File: config.mk
export PLATFORM = sky130hd
export DESIGN_NAME = pdc_top
export DESIGN_NICKNAME = d
export VERILOG_FILES = /design/src/rtl/pdc_pkg.sv /design/src/rtl/pdc_thresh.sv /design/src/rtl/pdc_count.sv /design/src/rtl/pdc_irq.sv /design/src/rtl/pdc_top.sv
export SDC_FILE = /design/constraint.sdc
export NUM_CORES = 1
export LEC_CHECK = 0
export ABC_CLOCK_PERIOD_IN_PS = 4300
export BUFFER_PORTS_ARGS = -buffer_cell sky130_fd_sc_hd__buf_2
export CAP_MARGIN = 10
export CORE_MARGIN = 5
export CORE_UTILIZATION = 45
export CTS_CLUSTER_DIAMETER = 80
export DETAILED_ROUTE_END_ITERATION = 16
export GPL_ROUTABILITY_DRIVEN = 0
export GPL_TIMING_DRIVEN = 0
export PLACE_DENSITY = 0.71
export SYNTH_ARGS = -nofsm -noshare
export SYNTH_HDL_FRONTEND = slang
export SYNTH_SLANG_ARGS = --single-unit
export TNS_END_PERCENT = 50
File: constraint.sdc
create_clock -name clk_i -period 4.3 [get_ports clk_i]
set_input_delay 0.86 -clock clk_i [delete_from_list [all_inputs] [get_ports clk_i]]
set_output_delay 0.86 -clock clk_i [all_outputs]
set_load 0.01 [all_outputs]
File: src/rtl/pdc_pkg.sv
package pdc_pkg;
  typedef enum logic [2:0] {
    FMT_U8    = 3'd0,
    FMT_ULAW  = 3'd1,
    FMT_S16LE = 3'd2,
    FMT_ALAW  = 3'd3,
    FMT_RSV4  = 3'd4,
    FMT_ADPCM = 3'd5,
    FMT_S16BE = 3'd6,
    FMT_RSV7  = 3'd7
  } fmt_e;

  function automatic logic fmt_usable(input logic [2:0] f);
    return (f == FMT_U8) || (f == FMT_ULAW) || (f == FMT_ALAW) ||
           (f == FMT_S16LE) || (f == FMT_S16BE);
  endfunction

  function automatic logic fmt_wide(input logic [2:0] f);
    return (f == FMT_S16LE) || (f == FMT_S16BE);
  endfunction
endpackage

File: src/rtl/pdc_thresh.sv
module pdc_thresh import pdc_pkg::*; #(
  parameter int CNT_W  = 16,
  parameter int XFER_W = CNT_W + 2
) (
  input  logic [2:0]        fmt_i,
  input  logic              stereo_i,
  input  logic [CNT_W-1:0]  base_i,
  output logic [XFER_W-1:0] thr_o,
  output logic              fmt_ok_o
);
  logic [1:0] sh;

  always_comb begin
    if (fmt_wide(fmt_i)) sh = stereo_i ? 2'd2 : 2'd1;
    else                 sh = {1'b0, stereo_i};
  end

  assign thr_o    = XFER_W'(base_i) << sh;
  assign fmt_ok_o = fmt_usable(fmt_i);
endmodule

File: src/rtl/pdc_count.sv
module pdc_count #(
  parameter int XFER_W = 18
) (
  input  logic              clk_i,
  input  logic              rst_ni,
  input  logic              start_i,
  input  logic              count_en_i,
  input  logic [XFER_W-1:0] thr_i,
  output logic              hit_o
);
  logic [XFER_W-1:0] xfer_q;
  logic [XFER_W-1:0] xfer_nx;

  assign xfer_nx = xfer_q + 1'b1;
  // >= so a threshold lowered mid-period still terminates it
  assign hit_o   = count_en_i && (xfer_nx >= thr_i);

  always_ff @(posedge clk_i or negedge rst_ni) begin
    if (!rst_ni)         xfer_q <= '0;
    else if (start_i)    xfer_q <= '0;
    else if (count_en_i) xfer_q <= hit_o ? '0 : xfer_nx;
  end

  a_r4_wrap: assert property (@(posedge clk_i) disable iff (!rst_ni)
    (hit_o && !start_i) |=> (xfer_q == '0));
  a_r5_clear: assert property (@(posedge clk_i) disable iff (!rst_ni)
    start_i |=> (xfer_q == '0));
  a_r3_hold: assert property (@(posedge clk_i) disable iff (!rst_ni)
    (!count_en_i && !start_i) |=> $stable(xfer_q));
endmodule

File: src/rtl/pdc_irq.sv
module pdc_irq (
  input  logic clk_i,
  input  logic rst_ni,
  input  logic hit_i,
  input  logic ack_status_i,
  input  logic ack_pi_i,
  output logic status_int_o,
  output logic pend_pi_o
);
  always_ff @(posedge clk_i or negedge rst_ni) begin
    if (!rst_ni) begin
      status_int_o <= 1'b0;
      pend_pi_o    <= 1'b0;
    end else if (hit_i) begin
      status_int_o <= 1'b1;
      pend_pi_o    <= 1'b1;
    end else if (ack_status_i || ack_pi_i) begin
      status_int_o <= 1'b0;
      pend_pi_o    <= 1'b0;
    end
  end

  a_r4_set: assert property (@(posedge clk_i) disable iff (!rst_ni)
    hit_i |=> (status_int_o && pend_pi_o));
  a_r9_hit_wins: assert property (@(posedge clk_i) disable iff (!rst_ni)
    (hit_i && (ack_status_i || ack_pi_i)) |=> status_int_o);
  a_r8_ack: assert property (@(posedge clk_i) disable iff (!rst_ni)
    (!hit_i && (ack_status_i || ack_pi_i)) |=> (!status_int_o && !pend_pi_o));
endmodule

File: src/rtl/pdc_top.sv
module pdc_top import pdc_pkg::*; #(
  parameter int CNT_W = 16
) (
  input  logic             clk_i,
  input  logic             rst_ni,
  input  logic             play_en_i,
  input  logic             rate_bad_i,
  input  logic [2:0]       fmt_i,
  input  logic             stereo_i,
  input  logic             irq_en_i,
  input  logic [CNT_W-1:0] base_cnt_i,
  input  logic             byte_ack_i,
  input  logic             ack_status_i,
  input  logic             ack_pi_i,
  output logic             dma_req_o,
  output logic             status_int_o,
  output logic             pend_pi_o,
  output logic             irq_o
);
  localparam int XFER_W = CNT_W + 2;

  logic [XFER_W-1:0] thr;
  logic fmt_ok, run_d, run_q, start, count_en, hit;

  pdc_thresh #(.CNT_W(CNT_W), .XFER_W(XFER_W)) u_thresh (
    .fmt_i(fmt_i), .stereo_i(stereo_i), .base_i(base_cnt_i),
    .thr_o(thr), .fmt_ok_o(fmt_ok)
  );

  assign run_d = play_en_i && fmt_ok && !rate_bad_i;
  assign start = run_d && !run_q;

  always_ff @(posedge clk_i or negedge rst_ni) begin
    if (!rst_ni) run_q <= 1'b0;
    else         run_q <= run_d;
  end

  // zero period with interrupts on moves no data
  assign dma_req_o = run_q && !(irq_en_i && (thr == '0));
  assign count_en  = byte_ack_i && dma_req_o && irq_en_i;

  pdc_count #(.XFER_W(XFER_W)) u_count (
    .clk_i(clk_i), .rst_ni(rst_ni), .start_i(start),
    .count_en_i(count_en), .thr_i(thr), .hit_o(hit)
  );

  pdc_irq u_irq (
    .clk_i(clk_i), .rst_ni(rst_ni), .hit_i(hit),
    .ack_status_i(ack_status_i), .ack_pi_i(ack_pi_i),
    .status_int_o(status_int_o), .pend_pi_o(pend_pi_o)
  );

  assign irq_o = status_int_o;

  a_r6_release: assert property (@(posedge clk_i) disable iff (!rst_ni)
    !play_en_i |=> !dma_req_o);
  a_r7_bad_cfg: assert property (@(posedge clk_i) disable iff (!rst_ni)
    (!fmt_usable(fmt_i) || rate_bad_i) |=> !dma_req_o);
  a_r3_gate: assert property (@(posedge clk_i) disable iff (!rst_ni)
    !irq_en_i |=> !$rose(status_int_o));
  a_r10_zero: assert property (@(posedge clk_i) disable iff (!rst_ni)
    (irq_en_i && base_cnt_i == '0) |=> !$rose(irq_o));
endmodule

=== Word level (Yosys, flattened, before mapping) ===
Cells that the tools add are included.
W data, S select, Z words.

* Bits in registers: 20
* Input port bits: 28
* Output and inout port bits: 4

* $add $sub $neg: 1
* $lt $le $gt $ge: 1
* Equality and inequality tests: 4
* Shift-type cells: 1
* Multiplexer cells: 7
* Reductions and logical operators: 21

{| class="wikitable"
|+ Operator list
! kind !! count
|-
| $mux W18 || 3
|-
| $add A18 B1 Y18 const B || 1
|-
| $ge A18 B18 Y1 || 1
|-
| $logic_not A18 Y1 || 1
|-
| $shl A16 B2 Y18 || 1
|-
| $logic_and A1 B1 Y1 || 8
|-
| $eq A3 B2 Y1 const B || 2
|-
| $logic_or A1 B1 Y1 || 6
|-
| $mux W2 || 2
|-
| $reduce_bool A2 Y1 || 2
|-
| $eq A3 B1 Y1 const B || 1
|-
| $eq A3 B3 Y1 const B || 1
|-
| $logic_not A1 Y1 || 3
|-
| $logic_not A3 Y1 || 1
|-
| $mux W1 || 2
|}

=== Longest topological paths before layout ===
* Depth in word-level cells: 14
* Depth in mapped cells: 16
* Depth with buffers taken out: 14

=== Hierarchy ===
Synthesis repeated with hierarchy kept, for this count alone.

* Cell total of the unflattened synthesis: 238
* Area, all modules: 2150.8 um2

{| class="wikitable"
|+ Modules (own cells, without submodules)
! module !! instances !! cells an instance !! area an instance (um2) !! seq. area each (um2)
|-
| pdc_count || 1 || 176 || 1560.2 || 450.4
|-
| pdc_thresh || 1 || 44 || 417.9 || 0.0
|-
| pdc_top || 1 || 14 || 128.9 || 25.0
|-
| pdc_irq || 1 || 4 || 43.8 || 25.0
|}

=== Worst setup path after synthesis ===
No wires, ideal clock.

* Kind: input port to flip-flop
* From: input fmt_i[1]
* To: register u_count.xfer_q[5]
* Setup time: 87 ps
* Arrival: 4157 ps
* Slack: 57 ps
* Stages: 15
* Buffers on the path: 4
* Path through: nor2b_1 -> ha_1 -> buf_4 -> buf_4 -> clkbuf_1 -> mux2_2 -> mux2i_1 -> ha_1 -> and4_1 -> a2111oi_0 -> o221ai_1 -> a21oi_1 -> clkbuf_1 -> o211ai_1 -> o211ai_1

* Word-level cells in the longest chain between the ends: 14

{| class="wikitable"
|+ RTL lines
! item !! line !! RTL
|-
| from (decl) || pdc_top.sv:8 || <nowiki>input logic [2:0] fmt_i,</nowiki>
|-
| parallel branches: the longest is 14 deep, another holds $ge A18 B18 Y1 || -- ||
|-
| to (signal assigned) || pdc_count.sv:21 || <nowiki>else if (count_en_i) xfer_q <= hit_o ? '0 : xfer_nx;</nowiki>
|-
| to (decl) || pdc_count.sv:11 || <nowiki>logic [XFER_W-1:0] xfer_q;</nowiki>
|}

Several ways; the timed one is not identified. The select of a mux whose other input is x is not followed.
A chain may end at the register's enable or synchronous reset.

=== Worst setup path in the final report ===
* From: input fmt_i[1]
* To: register u_count.xfer_q[7]

The elaborated chain is that of the path after synthesis.

==> impl_metrics.json <==
{
  "stdcell_count": 392,
  "whs_ns": 0.538,
  "n_fill_cell": 501,
  "grt_pass1_vias": 2053,
  "vias_per_cell": 5.59,
  "ys_seq_area_share_pct": 21.8,
  "fin_tns_setup_ns": 0,
  "grt_max_degree": 21,
  "layout_setup_ws_ns": 0.314,
  "endpoint_kind": "flop",
  "min_path_type": "input pin to asynchronous set/reset pin",
  "synth-simple-area-share_pct": 23.1,
  "synth-edff-count": 0,
  "fin_skew_ns": 0.00816,
  "syn_nets": 335,
  "dieWidth_um": 81.4,
  "n_antenna_cell": 0,
  "clock_latency_ns": 0.27,
  "synthMuxAreaShare_pct": 9.22,
  "design.core.area_um2": 5040,
  "dp_cells": 388,
  "ant_nets": 0,
  "grt_antenna_before_repair": 0,
  "worstMarginPinSlew_ns": 0.707,
  "total_leakage_power_nw": 1.22,
  "crit_path_max_fanout": 10,
  "vias": 2191,
  "grt-ovfl-total": 0,
  "cts_tree": "yes",
  "fmax_mhz": 251,
  "netlist_instances": 287,
  "routedWlPerCell_um": 14.4,
  "regArea_um2": 500,
  "port_buffers": 31,
  "stdcell_area_um2": 2610,
  "maxCapViolations": 0,
  "worstSetupPathType": "input pin to flop",
  "clockBufferDepth": 2,
  "synth_top_flop_cell": "dfrtp_1",
  "rows": 26,
  "placed_cell_area_um2": 2540,
  "path_clk_slew_ns": 0.08,
  "power_density_nw_per_um2": 181,
  "yosys_warnings": 0,
  "pre_cts_slack_ns": -0.695,
  "cts.sinks": 20,
  "fin_crit_sh_pct": 92.7,
  "io_pins": 32,
  "synth_compound_area_share_pct": 21.4,
  "dp_hpwl_um": 4440,
  "multi_input_area_um2": 1620,
  "htreeDepth": 1,
  "total_power_mw": 0.471,
  "area_delta_synth_final_pct": 13.6,
  "grt_usage_pct": 17.5,
  "die_h_um": 81.4,
  "yosysUniqueCellTypes": 52,
  "arrival_ns": 4.16,
  "cts_made_buffers": 3,
  "synth_top_family_by_area": "simple AND/OR/NAND/NOR gates",
  "slew-limit-headroom_pct": 52.2,
  "yosys_register_bits": 20,
  "avgSynthCellArea_um2": 7.99,
  "hold_viol_final": 0,
  "synthXorXnorAreaFrac_pct": 5.73,
  "period_minus_slack_ns": 3.99,
  "drt_iter0_drc": 67,
  "setup_viol": 0,
  "start_util_pct": 45.5,
  "routed_wl_um": 5630,
  "synthAdderAreaFrac_pct": 10.9,
  "clockRootBuffer": "clkbuf_8",
  "cts_hold_buf": 0,
  "final_max_slew_viol_count": 0,
  "syn_area_um2": 2290,
  "ir_worst_vdd_uv": 120,
  "grt_pass1_wl_um": 9200,
  "fin_util_pct": 51.7,
  "num-nets-final": 371,
  "drcViolationCount": 0,
  "drive_above_1_share_pct": 18.9,
  "worstSetupStartpointType": "input pin",
  "synth_async_sr_flop_share_pct": 100,
  "die-area_um2": 6620,
  "first_pass_iters": 4,
  "status": "finished clean",
  "worstPathRequired_ns": 4.47
}
## critical path, cell delays in order
cell       delay (ns)
buf_2            0.09
nor2b_1          0.13
ha_1             0.27
clkbuf_1         0.33
buf_1            0.41
mux2i_1          0.26
ha_1             0.26
and4_1           0.19
a2111oi_0        0.34
o221ai_1         0.20
a21oi_2          0.29
clkbuf_4         0.28
o211ai_1         0.12
o211ai_1         0.11
## final timing paths
path / from / endpoint / slack, ns / cells past startpoint
setup reg to reg: u_count.xfer_q[0] / u_count.xfer_q[7] / 0.37 / 16
min in group clk_i: u_irq.status_int_o / u_irq.status_int_o / 0.57 / 1
hold reg to reg: u_irq.status_int_o / u_irq.status_int_o / 0.57 / 1
hold / removal: rst_ni / u_count.xfer_q[17] / 0.54 / 1
setup / recovery: fmt_i[1] / u_count.xfer_q[7] / 0.31 / 14
max in group asynchronous: rst_ni / u_count.xfer_q[8] / 3.44 / 1
## report_power, final
group          switching [mW]  leakage, nW  internal [mW]
sequential            0.00332        0.278          0.191
combinational          0.0769        0.914         0.0542
clock                  0.0647       0.0288         0.0817
## placed cells by master (no fill, tap or decap), types with 6 or more instances in the layout
cell type and count:
inv_1 17, clkbuf_1 7, buf_2 33, xnor2_1 12
o211ai_1 21, mux2i_1 14, and3_1 6, nand2_1 34
ha_1 20, o21ai_0 7, a21oi_1 9, nand3_1 20
o22ai_1 8, dfrtp_1 20, nor2_1 19
## cell type report
cell class | instances | share of cell area, %
sequential | 20 | 19.2
timing repair buffer | 32 | 6.24
inverter | 17 | 2.45
buffer | 19 | 4.46
tap | 70 | 3.36
clock buffer | 4 | 2.11
multi-input combinational | 230 | 62.2
## synthesized netlist by cell type (all sizes together), types with 3 or more instances
master | count | area [um2]
inv | 17 | 63.8
mux2i | 14 | 140
o21ai | 8 | 51.3
ha | 20 | 250
nor2b | 4 | 25.0
nand4 | 4 | 25.0
nand2b | 4 | 25.0
buf | 10 | 77.6
and3 | 6 | 37.5
nand2 | 34 | 128
nor3 | 5 | 25.0
mux2 | 6 | 71.3
o22ai | 8 | 50.1
xor2 | 3 | 26.3
clkbuf | 10 | 37.5
o211ai | 21 | 158
o21a | 3 | 22.5
dfrtp | 20 | 500
nand3 | 20 | 100
xnor2 | 12 | 105
nor2 | 20 | 75.1
a21oi | 10 | 50.1
## metal layers
metal  part of all wire (%)  GRT usage [%]
met2                     47           30.3
met3                    5.0           1.22
met4                    1.5           5.74
met1                     47           22.9
met5                      0              0
## timing repair
item / 4_1_cts / 5_1_grt
gates resized for setup: 2 / 5
setup endpoints to repair: 19 / 17
setup buffers: 0 / 1
gates cloned: 0 / 0
## kinds of logic after synthesis
logic type,after synthesis
XOR/XNOR,15
flip-flops,20
buffers and inverters,37
AND/OR/NAND/NOR,109
adder cells (fa/ha/maj),20
AO/OA/AOI/OAI,66
multiplexers,20
## registers in the layout, summed over array words and instances (netlist names)
name,flops
run_q,1
u_count.xfer_q,18
u_irq.status_int_o,1
No activity file was read; power rests on OpenSTA's default activity.
